## src/rtl/dc_pkg.sv

```systemverilog
package dc_pkg;

    localparam int ADDR_W = 32;
    localparam int DATA_W = 32;
    localparam int OFF_W  = 2;
    localparam int NWAYS  = 2;

    typedef enum logic {
        WAY0 = 1'b0,
        WAY1 = 1'b1
    } way_e;

    typedef enum logic [1:0] {
        OP_IDLE   = 2'd0,
        OP_LOAD   = 2'd1,
        OP_BYPASS = 2'd2,
        OP_STORE  = 2'd3
    } op_e;

    // A store takes precedence; a read is cacheable only with the qualifier.
    function automatic op_e classify(input logic qual, input logic rd, input logic wr);
        if (wr)
            return OP_STORE;
        else if (rd && qual)
            return OP_LOAD;
        else if (rd)
            return OP_BYPASS;
        else
            return OP_IDLE;
    endfunction

    // Fill target: the first empty way, otherwise the least recently used one.
    function automatic way_e pick_victim(input logic [NWAYS-1:0] vld, input way_e lru);
        if (!vld[0])
            return WAY0;
        else if (!vld[1])
            return WAY1;
        else
            return lru;
    endfunction

    function automatic way_e other_way(input way_e w);
        return (w == WAY0) ? WAY1 : WAY0;
    endfunction

endpackage

```

## src/rtl/dc_tag_store.sv

```systemverilog
module dc_tag_store
    import dc_pkg::*;
#(
    parameter int SETS  = 4,
    parameter int TAG_W = 28,
    localparam int IDX_W = $clog2(SETS)
) (
    input  logic             clk,
    input  logic             rst,
    input  logic [IDX_W-1:0] idx,
    input  logic [TAG_W-1:0] cmp_tag,
    input  logic             wr_en,
    input  way_e             wr_way,
    output logic [NWAYS-1:0] match,
    output logic [NWAYS-1:0] vld
);

    for (genvar w = 0; w < NWAYS; w++) begin : g_way
        logic [TAG_W-1:0] tag_q [SETS];
        logic [SETS-1:0]  vld_q;
        logic             sel;

        assign sel = wr_en && (wr_way == way_e'(w));

        always_ff @(posedge clk) begin
            if (rst)
                vld_q <= '0;
            else if (sel)
                vld_q[idx] <= 1'b1;
        end

        always_ff @(posedge clk) begin
            if (sel)
                tag_q[idx] <= cmp_tag;
        end

        assign vld[w]   = vld_q[idx];
        assign match[w] = vld_q[idx] && (tag_q[idx] == cmp_tag);
    end

endmodule

```

## src/rtl/dc_data_store.sv

```systemverilog
module dc_data_store
    import dc_pkg::*;
#(
    parameter int SETS = 4,
    localparam int IDX_W = $clog2(SETS)
) (
    input  logic              clk,
    input  logic [IDX_W-1:0]  idx,
    input  logic              wr_en,
    input  way_e              wr_way,
    input  logic [DATA_W-1:0] wr_data,
    input  way_e              rd_way,
    output logic [DATA_W-1:0] rd_data
);

    logic [DATA_W-1:0] way_word [NWAYS];

    for (genvar w = 0; w < NWAYS; w++) begin : g_way
        logic [DATA_W-1:0] word_q [SETS];

        always_ff @(posedge clk) begin
            if (wr_en && (wr_way == way_e'(w)))
                word_q[idx] <= wr_data;
        end

        assign way_word[w] = word_q[idx];
    end

    assign rd_data = way_word[rd_way];

endmodule

```

## src/rtl/dc_lru_bits.sv

```systemverilog
module dc_lru_bits
    import dc_pkg::*;
#(
    parameter int SETS = 4,
    localparam int IDX_W = $clog2(SETS)
) (
    input  logic             clk,
    input  logic             rst,
    input  logic [IDX_W-1:0] idx,
    input  logic             touch,
    input  way_e             used_way,
    output way_e             lru_way
);

    way_e lru_q [SETS];

    always_ff @(posedge clk) begin
        if (rst) begin
            for (int s = 0; s < SETS; s++)
                lru_q[s] <= WAY0;
        end else if (touch) begin
            lru_q[idx] <= other_way(used_way);
        end
    end

    assign lru_way = lru_q[idx];

endmodule

```

## src/rtl/dcache2w.sv

```systemverilog
module dcache2w
    import dc_pkg::*;
#(
    parameter int SETS = 4
) (
    input  logic              clk,
    input  logic              rst,
    input  logic              use_cache,
    input  logic              rd_en,
    input  logic              wr_en,
    input  logic [ADDR_W-1:0] addr,
    input  logic [DATA_W-1:0] wdata,
    output logic              hit,
    output logic [DATA_W-1:0] rdata,
    output logic              mem_rd_en,
    output logic              mem_wr_en,
    output logic [ADDR_W-1:0] mem_addr,
    output logic [DATA_W-1:0] mem_wdata,
    input  logic [DATA_W-1:0] mem_rdata
);

    localparam int IDX_W = $clog2(SETS);
    localparam int TAG_W = ADDR_W - OFF_W - IDX_W;

    logic [IDX_W-1:0]  idx;
    logic [TAG_W-1:0]  tag;
    op_e               op;
    logic [NWAYS-1:0]  match;
    logic [NWAYS-1:0]  vld;
    logic              resident;
    way_e              hit_way;
    way_e              lru_way;
    way_e              victim;
    logic              load_hit;
    logic              load_fill;
    logic              store_upd;
    logic [DATA_W-1:0] cached_word;

    assign idx = addr[OFF_W +: IDX_W];
    assign tag = addr[ADDR_W-1 -: TAG_W];
    assign op  = classify(use_cache, rd_en, wr_en);

    dc_tag_store #(.SETS(SETS), .TAG_W(TAG_W)) u_tags (
        .clk     (clk),
        .rst     (rst),
        .idx     (idx),
        .cmp_tag (tag),
        .wr_en   (load_fill),
        .wr_way  (victim),
        .match   (match),
        .vld     (vld)
    );

    assign resident  = |match;
    assign hit_way   = match[1] ? WAY1 : WAY0;
    assign victim    = pick_victim(vld, lru_way);
    assign load_hit  = (op == OP_LOAD) && resident;
    assign load_fill = (op == OP_LOAD) && !resident;
    assign store_upd = (op == OP_STORE) && resident;

    dc_data_store #(.SETS(SETS)) u_data (
        .clk     (clk),
        .idx     (idx),
        .wr_en   (load_fill || store_upd),
        .wr_way  (load_fill ? victim : hit_way),
        .wr_data (load_fill ? mem_rdata : wdata),
        .rd_way  (hit_way),
        .rd_data (cached_word)
    );

    dc_lru_bits #(.SETS(SETS)) u_lru (
        .clk      (clk),
        .rst      (rst),
        .idx      (idx),
        .touch    (load_hit || load_fill),
        .used_way (load_fill ? victim : hit_way),
        .lru_way  (lru_way)
    );

    assign hit       = load_hit;
    assign rdata     = load_hit ? cached_word : mem_rdata;
    assign mem_rd_en = ((op == OP_LOAD) || (op == OP_BYPASS)) && !load_hit;
    assign mem_wr_en = (op == OP_STORE);
    assign mem_addr  = addr;
    assign mem_wdata = wdata;

endmodule

```

## config.mk

```make
export PLATFORM = sky130hd
export DESIGN_NAME = dcache2w
export DESIGN_NICKNAME = d
export VERILOG_FILES = /design/src/rtl/dc_pkg.sv /design/src/rtl/dc_tag_store.sv /design/src/rtl/dc_data_store.sv /design/src/rtl/dc_lru_bits.sv /design/src/rtl/dcache2w.sv
export SDC_FILE = /design/constraint.sdc
export NUM_CORES = 1
export LEC_CHECK = 0
export BUFFER_PORTS_ARGS = -buffer_cell sky130_fd_sc_hd__buf_2
export CORE_UTILIZATION = 50
export CTS_BUF_LIST = sky130_fd_sc_hd__clkbuf_2 sky130_fd_sc_hd__clkbuf_4 sky130_fd_sc_hd__clkbuf_8
export CTS_CLUSTER_DIAMETER = 30
export CTS_CLUSTER_SIZE = 8
export DETAILED_ROUTE_END_ITERATION = 8
export PLACE_DENSITY = 0.81
export SLEW_MARGIN = 20
export SYNTH_ARGS = -nofsm -noshare
export SYNTH_HDL_FRONTEND = slang
export SYNTH_SLANG_ARGS = --single-unit
```

## constraint.sdc

```tcl
create_clock -name clk -period 6.95 [get_ports clk]
set_input_delay 0.3475 -clock clk [delete_from_list [all_inputs] [get_ports clk]]
set_output_delay 0.3475 -clock clk [all_outputs]
set_load 0.05 [all_outputs]
```

* Yosys cells after proc, flatten, opt, wreduce, memory -nomap -nowiden
Memories as Yosys holds them, arrays and structs flattened. Index checks and enable logic that the tools add are counted. Widths: inputs -> output; s select.
Cells by class: order comparisons 3, bitwise gates (word level) 5, reductions and logical operators 19, mux-type cells 35, eq/ne operators 5
Operators by type and width (count):
- $mux 32 | 5
- $eq 28x28->1 | 2
- $mux 1 | 23
- $logic_and 1x1->1 | 12
- $mux 2 | 4
- $or 4x4->4 | 2
- $bmux 1 s2 | 2
- $eq 2x2->1 const B | 2
- $logic_or 1x1->1 | 3
- $lt 2x3->1 const B | 1
- $demux 1 s2 | 1
- $eq 2x1->1 const B | 1
- $ge 2x1->1 const B | 1
- $ge 2x2->1 const B | 1
- $logic_not 1->1 | 2
- $not 1->1 | 2
- $not 1->2 | 1
- $reduce_or 2->1 | 1
- $reduce_or 1->1 | 1
Storage, ports and cells: memories kept 5, word-level logic and storage cells 74, input port bits 101, output and inout port bits 99, bits in registers 8, RAM bits 484
Memory list:
- u_data.g_way[0].word_q | depth 4, bits a word 32, rd ports 1, clocked after Yosys merged registers in 0, write ports 1, line dc_data_store.sv:19 | logic [DATA_W-1:0] word_q [SETS];
- u_data.g_way[1].word_q | depth 4, bits a word 32, rd ports 1, clocked after Yosys merged registers in 0, write ports 1, line dc_data_store.sv:19
- u_tags.g_way[0].tag_q | depth 4, bits a word 28, rd ports 1, clocked after Yosys merged registers in 0, write ports 1, line dc_tag_store.sv:19 | logic [TAG_W-1:0] tag_q [SETS];
- u_tags.g_way[1].tag_q | depth 4, bits a word 28, rd ports 1, clocked after Yosys merged registers in 0, write ports 1, line dc_tag_store.sv:19
- u_lru.lru_q | depth 4, bits a word 1, rd ports 1, clocked after Yosys merged registers in 0, write ports 4, line dc_lru_bits.sv:15 | way_e lru_q [SETS];

* Logic depth before layout (Yosys ltp)
Gate-level depths: netlist of the first run.
depth after elaboration 12, depth in mapped cells 12, depth with buffers taken out 8

* By module
A second synthesis of the first run with hierarchy kept.
Second synthesis, totals: cell total of the unflattened synthesis 1080, area total of the unflattened synthesis 21035.2 um^2
By module, submodules not included:
- dc_data_store | sequential area each 7687.4 um^2, instances 1, cells each 420, area an instance 9938.3 um^2
- dc_tag_store | sequential area each 6886.6 um^2, instances 1, cells each 494, area an instance 9381.5 um^2
- dcache2w | sequential area each 0.0 um^2, instances 1, cells each 149, area an instance 1498.9 um^2
- dc_lru_bits | sequential area each 120.1 um^2, instances 1, cells each 17, area an instance 216.5 um^2

* Worst setup path before layout of the first run
OpenSTA, ideal clock, no wires.
path kind input to register, start input port addr[2], end memory u_data.g_way[0].word_q[0][0], enable pin, path buffers 5, stages on the path 11, setup time 0.461 ns, required time 6.489 ns, path slack 2.048 ns, arrival 4.441 ns, cell sequence buf_6 buf_4 buf_4 buf_4 mux4_2 nand2b_1 and2_1 clkbuf_1 nor2_1 mux2i_1 nor3_1
Between the ends: word-level cells in the longest chain between the ends 11, elaborated cells between the ends (all ways) 24, those cells by class eq/ne (2); mux (10); bitwise (1); reduce/logical (8); memory (3)
Ends and longest elaborated chain:
- start, declared | line dcache2w.sv:11 | input logic [ADDR_W-1:0] addr,
- $mem_v2 4x28 or $bmux 1 s2 (tied branches)
- $eq 28x28->1 or $mux 1 (tied branches) | line dc_tag_store.sv:38, dc_tag_store.sv:37
- $logic_and 1x1->1 | line dc_tag_store.sv:38 | assign match[w] = vld_q[idx] && (tag_q[idx] == cmp_tag);
- $reduce_or 2->1 | line dcache2w.sv:54 | assign resident = |match;
- $logic_not 1->1 | line dcache2w.sv:58 | assign load_fill = (op == OP_LOAD) && !resident;
- $logic_and 1x1->1 | line dcache2w.sv:58
- $mux 1 | line dcache2w.sv:65 | .wr_way (load_fill ? victim : hit_way),
- $not 1->1
- $logic_and 1x1->1 | line dc_data_store.sv:22 | if (wr_en && (wr_way == way_e'(w)))
- $mux 1 | line dc_data_store.sv:22
- $mux 1 (implied by the code) | line dc_data_store.sv:23 | word_q[idx] <= wr_data;
- end, declared | line dc_data_store.sv:19
Several ways; a longest one is shown, not always the timed one. The select of a mux whose other input is x is not followed.

* Final worst setup path of the first run
start input port addr[3], end output port rdata[15]
Between the ends: word-level cells in the longest chain between the ends 9, elaborated cells between the ends (all ways) 20, those cells by class eq/ne (2); mux (9); bitwise (1); reduce/logical (4); memory (4)
Ends and longest elaborated chain:
- $mem_v2 4x28 or $bmux 1 s2 (tied branches)
- $eq 28x28->1 or $mux 1 (tied branches) | line dc_tag_store.sv:38
- $logic_and 1x1->1 | line dc_tag_store.sv:38
- $mux 1 | line dcache2w.sv:55 | assign hit_way = match[1] ? WAY1 : WAY0;
- $not 1->2 (implied by the code) | line dc_data_store.sv:29 | assign rd_data = way_word[rd_way];
- $mux 32 (implied by the code) (3 in series) | line dc_data_store.sv:29
- $mux 32 * | line dcache2w.sv:81 | assign rdata = load_hit ? cached_word : mem_rdata;
- end, declared | line dcache2w.sv:14 | output logic [DATA_W-1:0] rdata,
Every way passes the cells marked *; elsewhere a longest branch is shown, timed or not. The select of a mux whose other input is x is not followed.

==> metrics, run 1 <==
pwr/cell area=around 280 nW/µm²; worst hold-check path type=in -> reg; share of cells above drive strength 1=0.449; initial core utilization=0.509; post-CTS setup buffer count=0; Placeable Area=about 41000 µm²; Fin. Hold Viols=0; cts repair resizes=0; Max Clk Rate=194 MHz; Detailed Place HPWL=about 25000 µm; CTS Sinks=492; worst setup path endpoint=rdata[15]; R2R depth=9; Hold Buf Count CTS=0; worst skew pair latency=roughly 640 ps; H-Tree Level Count=3; design area=between 20000 and 25000 µm²; Post-route DRC=0; Buffers on Ports=slightly below 200; CP bufs+invs=4; CP Launch Point=addr[3]; most used cell along the critical path=buf_4; DR pass1 iterations=6; Initial DRC Count=810; setup slack, reg-to-reg=around 2500 ps; NumNets Final=between 1000 and 1500; Post-Syn Area=roughly 21000 µm²; worst reg2reg path endpoint=u_data.g_way[0].word_q[2][23]$_DFFE_PP_; setup violators final=0; crit-path cells=buf_6 -> buf_4 -> mux4_1 -> o211ai_1 -> a211oi_1 -> and3_2 -> buf_4 -> mux2_2 -> mux2_4 -> buf_2; Post-DRT Antenna Nets=0; vias in the first global route=around 11000; WS Path Type=in -> out; pin count of the biggest net entering global routing=92; Crit Reg-Reg Startpoint=u_tags.g_way[1].tag_q[3][19]$_DFFE_PP_; total power=~6.7 mW; most common cell after layout, fill and taps aside=edfxtp_1; commonest non-fill, non-tap cells in the layout=edfxtp_1, buf_2, clkbuf_8, mux4_2, mux2_2; Fin Setup TNS=0 ps; Top-Level Pins=200; Worst Setup Start Kind=input pin; Worst path slowest cell=buf_4; Yosys top cell area share=0.698; worst slew pin tran=1130 ps; status=finished, final reports clean; Die Span Y=between 200 and 250 µm; clk slew on worst S/H paths=~60 ps; Non-Filler Instances=between 1500 and 2000; placed inst area=22000 µm²; Slew Viols, Final=0; GRT Total Usage=0.203; Worst IR Drop VDD=225 µV; WL/cell=22.8 µm; fill count=just under 3000; Synth Register Bits=492; maximum net fanout on the critical path=91; slowest cell delay on critical path=780 ps; Die Wd=206 µm; Root Driver=clkbuf_8; Vias=10409; vias per std cell=5.67; initial antenna violation count=1; Worst setup EP type=output port; total grt overflow=0; post-synthesis sequential area ratio=0.705; Clock Path Buffers=3; worst setup margin=between 1500 and 2000 ps; hold depth=2; RSZ-0062 raised after global routing=no; final worst path period share=0.741; Routability Congestion=just under 0.8; Post-synth EDFFs=484; Pleak=8.14 nW; Worst path top cell family by delay=buffers and inverters; Critical Path AT=4800 ps; main area contributors after synthesis=edfxtp_1, mux4_2, mux2_2; Post-Synthesis Cells=between 1000 and 1500; Min Hold Slack=~55 ps; Mapped Nets=1132; syn avg cell area=20.2 µm²; DP Cell Count=~1700; clock skew=about 25 ps; global-route wire length before repair=between 60000 and 70000 µm; cell taking the most area after synthesis=edfxtp_1; CTS tree=done; Synth Warn #=0; Layout area overhead=14.9%; # rows=74; post-layout util=0.585; Die ar.=between 40000 and 50000 µm²; pre-CTS setup slack=roughly 1500 ps; Synth async-reset ratio=0; Main synth FF type=edfxtp_1; Netlist cell types=between 50 and 60; CP Depth=10; relative slew slack=0.244; max capacitance violation total=0; minimum clock period=5150 ps; CTS buffer count=94; DRT Wirelength=41900 µm; Req. time, crit path=roughly 6600 ps
## where the power goes
| part | internal (mW) | switching [mW] |
|---|---|---|
| registers | 3.29 | 0.00479 |
| clock network | 1.70 | 1.21 |
| logic | 0.166 | 0.307 |
| total | 5.16 | 1.53 |
## layout make-up
class / count / area [µm²] / share of cell area
Multi-Input combinational cell: 424 / 5370 / 0.224
Inverter: 2 / 7.51 / 0.000314
Timing Repair Buffer: 217 / 1220 / 0.0509
Tap cell: 532 / 666 / 0.0278
Clock inverter: 55 / 518 / 0.0216
Sequential cell: 492 / 14700 / 0.614
Antenna cell: 1 / 2.50 / 0.000105
Clock buffer: 114 / 1460 / 0.0609
## per-layer routing
metal	share of wire	vias up	GRT usage
met5	0	-	0
met3	0.070	70	0.0465
li1	-	4570	-
met2	0.51	445	0.332
met1	0.40	5324	0.269
met4	0.021	0	0.0680
## synthesized netlist by cell type (all sizes together) (2+ instances only)
cell type    n
mux2i       37
xor2         6
and2         2
edfxtp     484
a21oi        9
buf        100
a211oi       3
xnor2       44
o21ai        4
inv          2
nand3        4
nor2        26
dfxtp        8
mux2        98
o41ai        4
clkbuf      13
nand4        9
nand2b       9
mux4       107
o21bai       4
nand3b       2
a31oi        6
nor4         5
nor2b        2
nand2       13
nor3        15
## cell families after synthesis
kind of cell / synth area share
simple gates: 0.0237
flops: 0.705
compound gates: 0.0145
buf+inv: 0.0411
xor+xnor: 0.0210
mux: 0.194
## how the worst min path moves through the flow
| stage | start | to |
|---|---|---|
| 2_1_floorplan | u_tags.g_way[1].vld_q[1]$_SDFFE_PP0N_ | u_tags.g_way[1].vld_q[1]$_SDFFE_PP0N_ |
| 3_3_place_gp | u_tags.g_way[1].vld_q[0]$_SDFFE_PP0N_ | u_tags.g_way[1].vld_q[0]$_SDFFE_PP0N_ |
| 3_5_place_dp | u_tags.g_way[1].vld_q[0]$_SDFFE_PP0N_ | u_tags.g_way[1].vld_q[0]$_SDFFE_PP0N_ |
| 4_1_cts | rst | u_tags.g_way[0].vld_q[2]$_SDFFE_PP0N_ |
| 5_1_grt | addr[20] | u_tags.g_way[1].tag_q[1][16]$_DFFE_PP_ |
| 6_report | rst | u_tags.g_way[0].vld_q[2]$_SDFFE_PP0N_ |
## flip-flops by register name, indices dropped and copies added, names as in the netlist
name                 count
u_lru.lru_q              4
u_tags.g_way.tag_q     224
u_tags.g_way.vld_q       8
u_data.g_way.word_q    256
No activity file was read; power rests on OpenSTA's default activity.
==> run 2, diff against run 1 <==
- clock period: 6.95 -> 4.84 ns (I/O delays scaled with it)
==> metrics, run 2 (same netlist as run 1, synthesis figures left out) <==
total grt overflow=0 (unchanged); CTS tree=done; Worst Setup Start Kind=flop; Vias=10642 (+2.2%); # rows=74 (unchanged); WL/cell=22.5 µm (-1.3%); Initial DRC Count=758 (-6.4%); worst slew pin tran=1020 ps (-108 ps); CP bufs+invs=2 (-2); WHS Endpoint=u_data.g_way[0].word_q[2][9]$_DFFE_PP_; switching part of the total=0.227 (-0.00140); Clock power frac=0.431 (-0.005); pre-CTS setup slack=410 ps (-1080 ps); Hold Buf Count CTS=27 (+27); most flop-heavy register=u_data.g_way.word_q; maximum net fanout on the critical path=18 (-80%); Routability Congestion=0.744 (-4.5%); Slew Viols, Final=0 (unchanged); initial core utilization=0.509 (unchanged); Top-Level Pins=200 (unchanged); Worst IR Drop VDD=269 µV (+20%); setup slack, reg-to-reg=1000 ps (-1500 ps); Fin. Hold Viols=0 (unchanged); Critical Path AT=4080 ps (-720 ps); sw power=2.17 mW (+42%); minimum clock period=between 4000 and 5000 ps; RSZ-0062 raised after global routing=no; clk slew on worst S/H paths=60 ps (about the same); initial antenna violation count=1 (unchanged); GRT Total Usage=0.201 (-0.00153); Fin Setup TNS=0 ps (unchanged); Clock Path Buffers=3 (unchanged); pin count of the biggest net entering global routing=65 (-29%); most common cell after layout, fill and taps aside=edfxtp_1; status=finished, final reports clean; share of cells above drive strength 1=0.441 (-0.00733); Req. time, crit path=4600 ps (-2000 ps); Multi-input gate area=5370 µm² (unchanged); Worst path slowest cell=nor4_1; max capacitance violation total=0 (unchanged); WS Path Type=reg -> out; global routing's busiest layer=met2; pwr/cell area=393 nW/µm² (+41%); global-route wire length before repair=62700 µm (-0.90%); DR pass1 iterations=5 (-1); worst setup margin=517 ps (-1280 ps); setup violators final=0 (unchanged); CTS buffer count=93 (-1.1%); Die Span Y=206 µm (unchanged); Post-DRT Antenna Nets=0 (unchanged); P_int=7.38 mW (+43%); fill count=2901 (-0.65%); H-Tree Level Count=3 (unchanged); cts repair resizes=0 (unchanged); Layout area overhead=16.7%; CTS Sinks=492 (unchanged); Max Clk Rate=between 200 and 250 MHz; Worst path top cell family by delay=multiplexers; worst skew pair latency=630 ps (about the same); clock skew=42.6 ps (+17.5 ps); vias per std cell=5.69 (+0.43%); GRT met2 Usage=0.335 (+0.00348); DRT Wirelength=42100 µm (+0.47%); Die Wd=206 µm (unchanged); Placeable Area=40900 µm² (unchanged); area occupied by registers=14700 µm² (unchanged); Pleak=8.31 nW (+2.1%); met1 usage=0.260 (-0.00897); worst hold-check path type=in -> reg; max reg flops=256 (unchanged); Worst setup EP type=output port; R2R depth=9 (unchanged); Comb power frac=0.073 (+0.002); crit-path cells=mux4_1 -> xnor2_1 -> nand4_1 -> nor4_1 -> and3_2 -> buf_4 -> mux2_2 -> mux2_4 -> buf_2; post-CTS setup buffer count=0 (unchanged); Crit Reg-Reg Startpoint=u_tags.g_way[1].tag_q[1][26]$_DFFE_PP_; Die ar.=42500 µm² (unchanged); Root Driver=clkbuf_8; register share of total power=0.496 (+0.003); vias in the first global route=10908 (+0.82%); slowest cell delay on critical path=640 ps (-140 ps); Detailed Place HPWL=24700 µm (-0.93%); Post-route DRC=0 (unchanged); biggest regs=u_data.g_way.word_q (256), u_tags.g_way.tag_q (224), u_tags.g_way.vld_q (8); hold depth=2 (unchanged); NumNets Final=1371 (+2.9%); commonest non-fill, non-tap cells in the layout=edfxtp_1, buf_2, clkbuf_8, mux4_2, mux2_2; final worst path period share=0.893; Hold Crit Start=mem_rdata[9]; Buffers on Ports=195 (unchanged); GR Layer Usage met3=0.0437 (-0.00284); worst reg2reg path endpoint=u_data.g_way[1].word_q[2][7]$_DFFE_PP_; relative slew slack=0.320 (+0.0762)
[run 2: cell types whose count changed in the layout (fill, tap and decap cells not counted)]
cell	change
clkinv_1	+1
inv_6	-1
clkinv_2	+1
clkinvlp_4	-2
buf_4	+8
clkbuf_8	+1
inv_12	+1
buf_12	+7
buf_16	-2
clkbuf_4	-6
dlygate4sd3_1	+27
clkinv_4	-2
[run 2: layout make-up]
class / count / area share
Sequential cell: 492 / 0.605
Clock buffer: 109 / 0.0586
Antenna cell: 1 / 0.000103
Timing Repair Buffer: 257 / 0.0672
Multi-Input combinational cell: 424 / 0.221
Clock inverter: 53 / 0.0206
Tap cell: 532 / 0.0274
Inverter: 2 / 0.000309
[run 2: how the worst max path moves through the flow]
stage | from | end | slack (ps) | cells past startpoint
2_1_floorplan | addr[2] | u_data.g_way[0].word_q[0][0]$_DFFE_PP_ | 40 | 11
3_3_place_gp | addr[2] | u_data.g_way[1].word_q[1][6]$_DFFE_PP_ | 440 | 10
3_5_place_dp | addr[2] | u_data.g_way[1].word_q[2][6]$_DFFE_PP_ | 410 | 10
4_1_cts | u_tags.g_way[1].tag_q[2][26]$_DFFE_PP_ | rdata[21] | 440 | 9
5_1_grt | u_tags.g_way[1].tag_q[0][26]$_DFFE_PP_ | rdata[21] | 320 | 9
6_report | u_tags.g_way[1].tag_q[1][26]$_DFFE_PP_ | rdata[21] | 520 | 9
[run 2: per-layer routing]
metal	share of wire	vias up
met5	0	-
met4	0.023	0
met3	0.073	79
met2	0.51	485
met1	0.40	5431
li1	-	4647
[run 2: worst register-to-register path: stages, from the launching register on]
cell and delay (ps):
edfxtp_1 360, mux4_1 540, xnor2_1 160, nand4_1 130
nor4_1 640, and3_2 350, buf_4 340, a32oi_1 330
nor2_4 230, buf_4 370
[run 2: power by group through the flow]
stage | logic, mW | registers, mW | clock network (mW)
global route | 0.746 | 4.73 | 4.39
global placement | 0.668 | 4.82 | 0
floorplan | 0.516 | 4.82 | 0
CTS | 0.706 | 4.73 | 4.19
finish | 0.700 | 4.73 | 4.12
detailed placement | 0.686 | 4.82 | 0
[run 2: through the flow]
step | hold WS [ps] | area [µm²] | cells | total power [mW] | utilization
floorplan | 341 | 20800 | 1031 | 5.33 | -
CTS | 4.03 | 24300 | 1869 | 9.63 | 0.594
global placement | 429 | 22100 | 1680 | 5.48 | 0.540
detailed placement | 449 | 22100 | 1680 | 5.50 | 0.540
global route | 9.82 | 24300 | 1869 | 9.86 | 0.594
finish | 45.8 | 24300 | 1870 | 9.55 | 0.594
